File: src/rtl/mag_cmp_chain.sv
module mag_cmp_chain #(
  parameter int WA = 8,
  parameter int WB = 8
) (
  input  logic [WA-1:0] opa,
  input  logic [WB-1:0] opb,
  input  logic [1:0]    rel,
  output logic          hit
);
  localparam int W = (WA > WB) ? WA : WB;

  logic [W-1:0] xa, xb;
  logic [W:0]   same_above;
  logic [W:0]   term;
  logic         want_above, inclusive;

  assign want_above = rel[1];
  assign inclusive  = rel[0];

  genvar i;
  generate
    for (i = 0; i < W; i++) begin : g_ext
      if (i < WA) begin : g_a
        assign xa[i] = opa[i];
      end else begin : g_az
        assign xa[i] = 1'b0;
      end
      if (i < WB) begin : g_b
        assign xb[i] = opb[i];
      end else begin : g_bz
        assign xb[i] = 1'b0;
      end
    end
  endgenerate

  assign same_above[W] = 1'b1;

  generate
    for (i = W - 1; i >= 0; i--) begin : g_chain
      logic differ_ok;
      assign differ_ok     = want_above ? (xa[i] & ~xb[i]) : (~xa[i] & xb[i]);
      assign term[i]       = differ_ok & same_above[i+1];
      assign same_above[i] = same_above[i+1] & ~(xa[i] ^ xb[i]);
    end
  endgenerate

  assign term[W] = inclusive & same_above[0];
  assign hit     = |term;
endmodule

File: config.mk
export PLATFORM = sky130hd
export DESIGN_NAME = mag_cmp_chain
export DESIGN_NICKNAME = d
export VERILOG_FILES = /design/src/rtl/mag_cmp_chain.sv
export SDC_FILE = /design/constraint.sdc
export NUM_CORES = 1
export LEC_CHECK = 0
export CAP_MARGIN = 30
export CORE_AREA = 2 2 39 41
export DETAILED_ROUTE_END_ITERATION = 6
export DIE_AREA = 0 0 41 43
export PLACE_DENSITY = 0.68
export SLEW_MARGIN = 20
export SYNTH_ARGS = -nofsm -noshare
export SYNTH_HDL_FRONTEND = slang
export SYNTH_SLANG_ARGS = --single-unit
export TNS_END_PERCENT = 50
File: constraint.sdc
create_clock -name vclk -period 2.1
set_input_delay 0.42 -clock vclk [all_inputs]
set_output_delay 0.42 -clock vclk [all_outputs]
set_load 0.01 [all_outputs]
=== Yosys cells after proc, flatten, opt, wreduce, memory -nomap -nowiden ===
Cells that the tools add are included.

* Flip-flop bits (word level): 0
* Bits of input ports: 18
* Output and inout port bits: 1
* Word-level logic and storage cells: 72

* Multiplexer cells: 8
* Reductions and logical operators: 1
* Bitwise logic cells: 63

{| class="wikitable"
|+ Operators by type and width
! cell !! number
|-
| $and A1 B1 Y1 || 31
|-
| $not A1 Y1 || 24
|-
| $reduce_or A9 Y1 || 1
|-
| $mux W1 || 8
|-
| $xor A1 B1 Y1 || 8
|}

=== Depth between registers and ports, before layout ===
Gate-level depths: netlist of the first run.

* Depth after elaboration: 11
* Gate-level depth with buffers: 6
* Gate-level depth less buffers: 6

=== Worst setup path after synthesis of the first run ===
Ideal clock, no wire load.

* Path type: in2out
* From: in opa[7]
* To: out hit
* Cell stages on the path: 5
* Path buffers: 0
* Arrival: 1.415 ns
* Setup slack: 0.265 ns
* Cell sequence: inv_1 > ha_1 > and3_4 > a2111oi_2 > o22ai_1

* Cells in the longest elaborated chain, start to end: 11
* Elaborated cells between the ends (all ways): 22
* Those cells by class: 1 x mux; 20 x bitwise; 1 x reduce/logical

{| class="wikitable"
|+ Ends and longest elaborated chain
! item !! RTL line !! RTL
|-
| start, declared || 5 || <nowiki>input logic [WA-1:0] opa,</nowiki>
|-
| $xor A1 B1 Y1 || 43 || <nowiki>assign same_above[i] = same_above[i+1] & ~(xa[i] ^ xb[i]);</nowiki>
|-
| $not A1 Y1 || 43 ||
|-
| $and A1 B1 Y1 (7 in series) || 43 ||
|-
| $and A1 B1 Y1 || 47 || <nowiki>assign term[W] = inclusive & same_above[0];</nowiki>
|-
| $reduce_or A9 Y1 (*) || 48 || <nowiki>assign hit = |term;</nowiki>
|-
| end, declared || 8 || <nowiki>output logic hit</nowiki>
|}

Mark *: on every way between the ends. The rest lies on a longest branch, timed or not.

=== Worst setup path after layout of the first run ===
* From: in opb[5]
* To: out hit

* Cells in the longest elaborated chain, start to end: 10
* Elaborated cells between the ends (all ways): 20
* Those cells by class: 1 x mux; 18 x bitwise; 1 x reduce/logical

{| class="wikitable"
|+ Ends and longest elaborated chain
! item !! RTL line !! RTL
|-
| start, declared || 6 || <nowiki>input logic [WB-1:0] opb,</nowiki>
|-
| $xor A1 B1 Y1 || 43 ||
|-
| $not A1 Y1 || 43 ||
|-
| $and A1 B1 Y1 (6 in series) || 43 ||
|-
| $and A1 B1 Y1 || 47 ||
|-
| $reduce_or A9 Y1 (*) || 48 ||
|}

Marked as above.

==> results of run 1 <==
repair_timing:
item                                    4_1_cts  5_1_grt
endpoints found under the setup margin        1        1
cloned                                        0        0
resized for setup                            38       16
pin swaps                                    10        5
kinds of logic (layout without fill, tap and decap cells):
kind of cell,count (synthesis),count (layout),synth area share
adders and majority gates,16,16,0.505
and+or+nand+nor,6,6,0.120
buffers and inverters,16,39,0.151
muxes,1,1,0.0284
AOI/OAI and AO/OA,11,11,0.196
routing by layer:
layer  global-route usage  wire, um
met5                    0         0
met4                    0         0
met3                    0        41
met2                0.247       549
met1                0.127       338
cells in the mapped netlist, drive strengths merged:
cell	number
and3	1
o211ai	1
a211oi	1
nand4	1
o22ai	1
a21oi	4
mux2	1
nor2b	1
ha	16
inv	16
o21ai	1
nand2b	1
nor3b	1
a221oi	1
a2111oi	1
nor3	1
a21o	1
critical path: stages:
cell,delay [ns]
clkdlybuf4s15_1,0.20
ha_2,0.29
and3_4,0.17
a2111oi_4,0.33
o22ai_1,0.09
buf_2,0.15
worst min-delay path by stage:
| stage | endpoint | slack [ns] | cells after the start | start |
|---|---|---|---|---|
| floorplan | hit | 1.06 | 2 | rel[1] |
| global placement | hit | 2.11 | 6 | rel[0] |
| detailed placement | hit | 2.10 | 6 | rel[0] |
| CTS | hit | 1.52 | 5 | opb[7] |
| global route | hit | 1.39 | 5 | opb[7] |
| finish | hit | 1.35 | 5 | opb[7] |
final cells by class:
class,instances,share of cell area
Inverter,16,0.0859
Multi-Input combinational cell,34,0.628
Tap cell,16,0.0286
Timing Repair Buffer,23,0.258
power by group:
part           switching, mW  internal [mW]  leakage (nW)
registers                  0              0             0
clock network              0              0             0
logic                 0.0538         0.0685         0.360
per-stage QoR:
stage | utilization | TNS, ns | std cells | hold WS [ns] | setup slack (ns)
after detailed placement | 0.460 | -0.720 | 89 | 2.10 | -0.720
after CTS | 0.507 | 0 | 89 | 1.52 | 0.00599
after floorplan | - | 0 | 50 | 1.06 | 0.265
after global routing | 0.505 | -0.00782 | 89 | 1.39 | -0.00782
final | 0.505 | 0 | 89 | 1.35 | 0.0397
after global placement | 0.460 | -0.713 | 89 | 2.11 | -0.713
==> results by group, run 1 <==
GRT
  • Initial antenna violation count: 0
  • Overflow after GRT: 0
  • Number of global-route vias before repair: 429
  • First-pass GRT wire length: approximately 1500 um
  • Pin count of the biggest net entering global routing: 7
  • Total track usage: 0.119

Pwr
  • Max rail drop VDD: between 70 and 80 uV
  • Leak pwr: 0.360 nW
  • Total power: 0.122 mW
  • Pwr dens: about 170 nW/um^2

Timing
  • Fmax achieved: between 0.4 and 0.5 GHz
  • Final hold viol count: 0
  • Rel. slew slack: 0.837
  • Final slew viol count: 0
  • Crit path time final: just over 2 ns
  • Final setup violation count: 0
  • Final worst path period share: 0.981
  • Worst-margin pin slew: between 0.2 and 0.25 ns

Final layout
  • Number of fill cells in the layout: between 100 and 150
  • Fin area: 699 um^2
  • Storage cell area: 0 um^2
  • Layout area overhead: 76.3%
  • Area of the multi-input gates: 439 um^2
  • Sequential cells: 0
  • Layout clock buffers: 0
  • Most frequent cells in the layout: 12 x inv_1, 8 x ha_1, 8 x dlygate4sd2_1, 5 x clkbuf_2
  • Layout cell share with drive strength beyond 1: 0.411
  • Ant. Diodes: 0
  • Nets: between 100 and 150
  • Commonest non-fill, non-tap cell in the layout: inv_1

Routing
  • DRT Pass-1 Iters: 3
  • Final wirelength: 929 um
  • Vias: between 400 and 500
  • WL/cell: ~10 um
  • Antenna-violating nets left: 0
  • # DRC: 0
  • Drt first-iter violations: 1
  • Via density: roughly 4.7

Place
  • RD Place Congestion: 0.742
  • Post-DP HPWL: 705 um
  • # port buffers: 19
  • Placed cell area: approximately 640 um^2

Floorplanning
  • Die width: around 41 um
  • Die Area: 1760 um^2
  • Placeable Area: ~1400 um^2
  • Die height: 43 um
  • I/O pins: 19
  • # rows: 14
  • Initial core utilization: 0.287

Worst hold path
  • Min-Delay Path Class: input pin to primary output

Logic synthesis
  • Syn_nets: 84
  • Sequential element share of the synthesized area: 0
  • Synth top area cells: ha_1 50%, inv_1 15%, a21oi_1 5.0%
  • Syn Inst Count: 50
  • Mapped Area: around 400 um^2
  • Synthesized area per cell: 7.93 um^2
  • Area share of the largest cell type after synthesis: 0.505
  • Synth warn: 0
  • Yosys top cell by area: ha_1
  • Distinct cells, synth: 17

Clocking
  • Cts hold-fix bufs: 0
  • Total setup buffers inserted after CTS: 0

Worst setup path
  • Critical Path RT: 1.68 ns
  • Crit path arrival time: between 1.5 and 2 ns
  • Endpoint class of the critical path: primary output
  • Crit path launch: opb[5]
  • CP Capture Point: hit
  • CP startpoint kind: input pin
  • Worst-path maximum fanout: 3
  • Crit Path Category: input pin to primary output

Status
  • Status: finished clean

Run
  • Max Cap Violations: 0
(Power assumes the default switching activity.)
==> inputs of run 2 (changes only) <==
--- a/config.mk
+++ b/config.mk
@@ -5,7 +5,7 @@
 export SDC_FILE = /design/constraint.sdc
 export NUM_CORES = 1
 export LEC_CHECK = 0
-export CAP_MARGIN = 30
+export CAP_MARGIN = 20
 export CORE_AREA = 2 2 39 41
 export DETAILED_ROUTE_END_ITERATION = 6
 export DIE_AREA = 0 0 41 43
==> results of run 2 <==
Final layout, timing and power as in run 1 (identical DEF).
==> inputs of run 3 (changes only) <==
--- a/config.mk
+++ b/config.mk
@@ -9,6 +9,7 @@
 export CORE_AREA = 2 2 39 41
 export DETAILED_ROUTE_END_ITERATION = 6
 export DIE_AREA = 0 0 41 43
+export MAX_ROUTING_LAYER = met4
 export PLACE_DENSITY = 0.68
 export SLEW_MARGIN = 20
 export SYNTH_ARGS = -nofsm -noshare
==> results of run 3 <==
Final layout, timing and power as in run 1 (identical DEF).
Among the figures that moved: final weighted congestion in routability-driven placement 0.742 -> 0.752; overall routing resource usage 0.119 -> 0.122
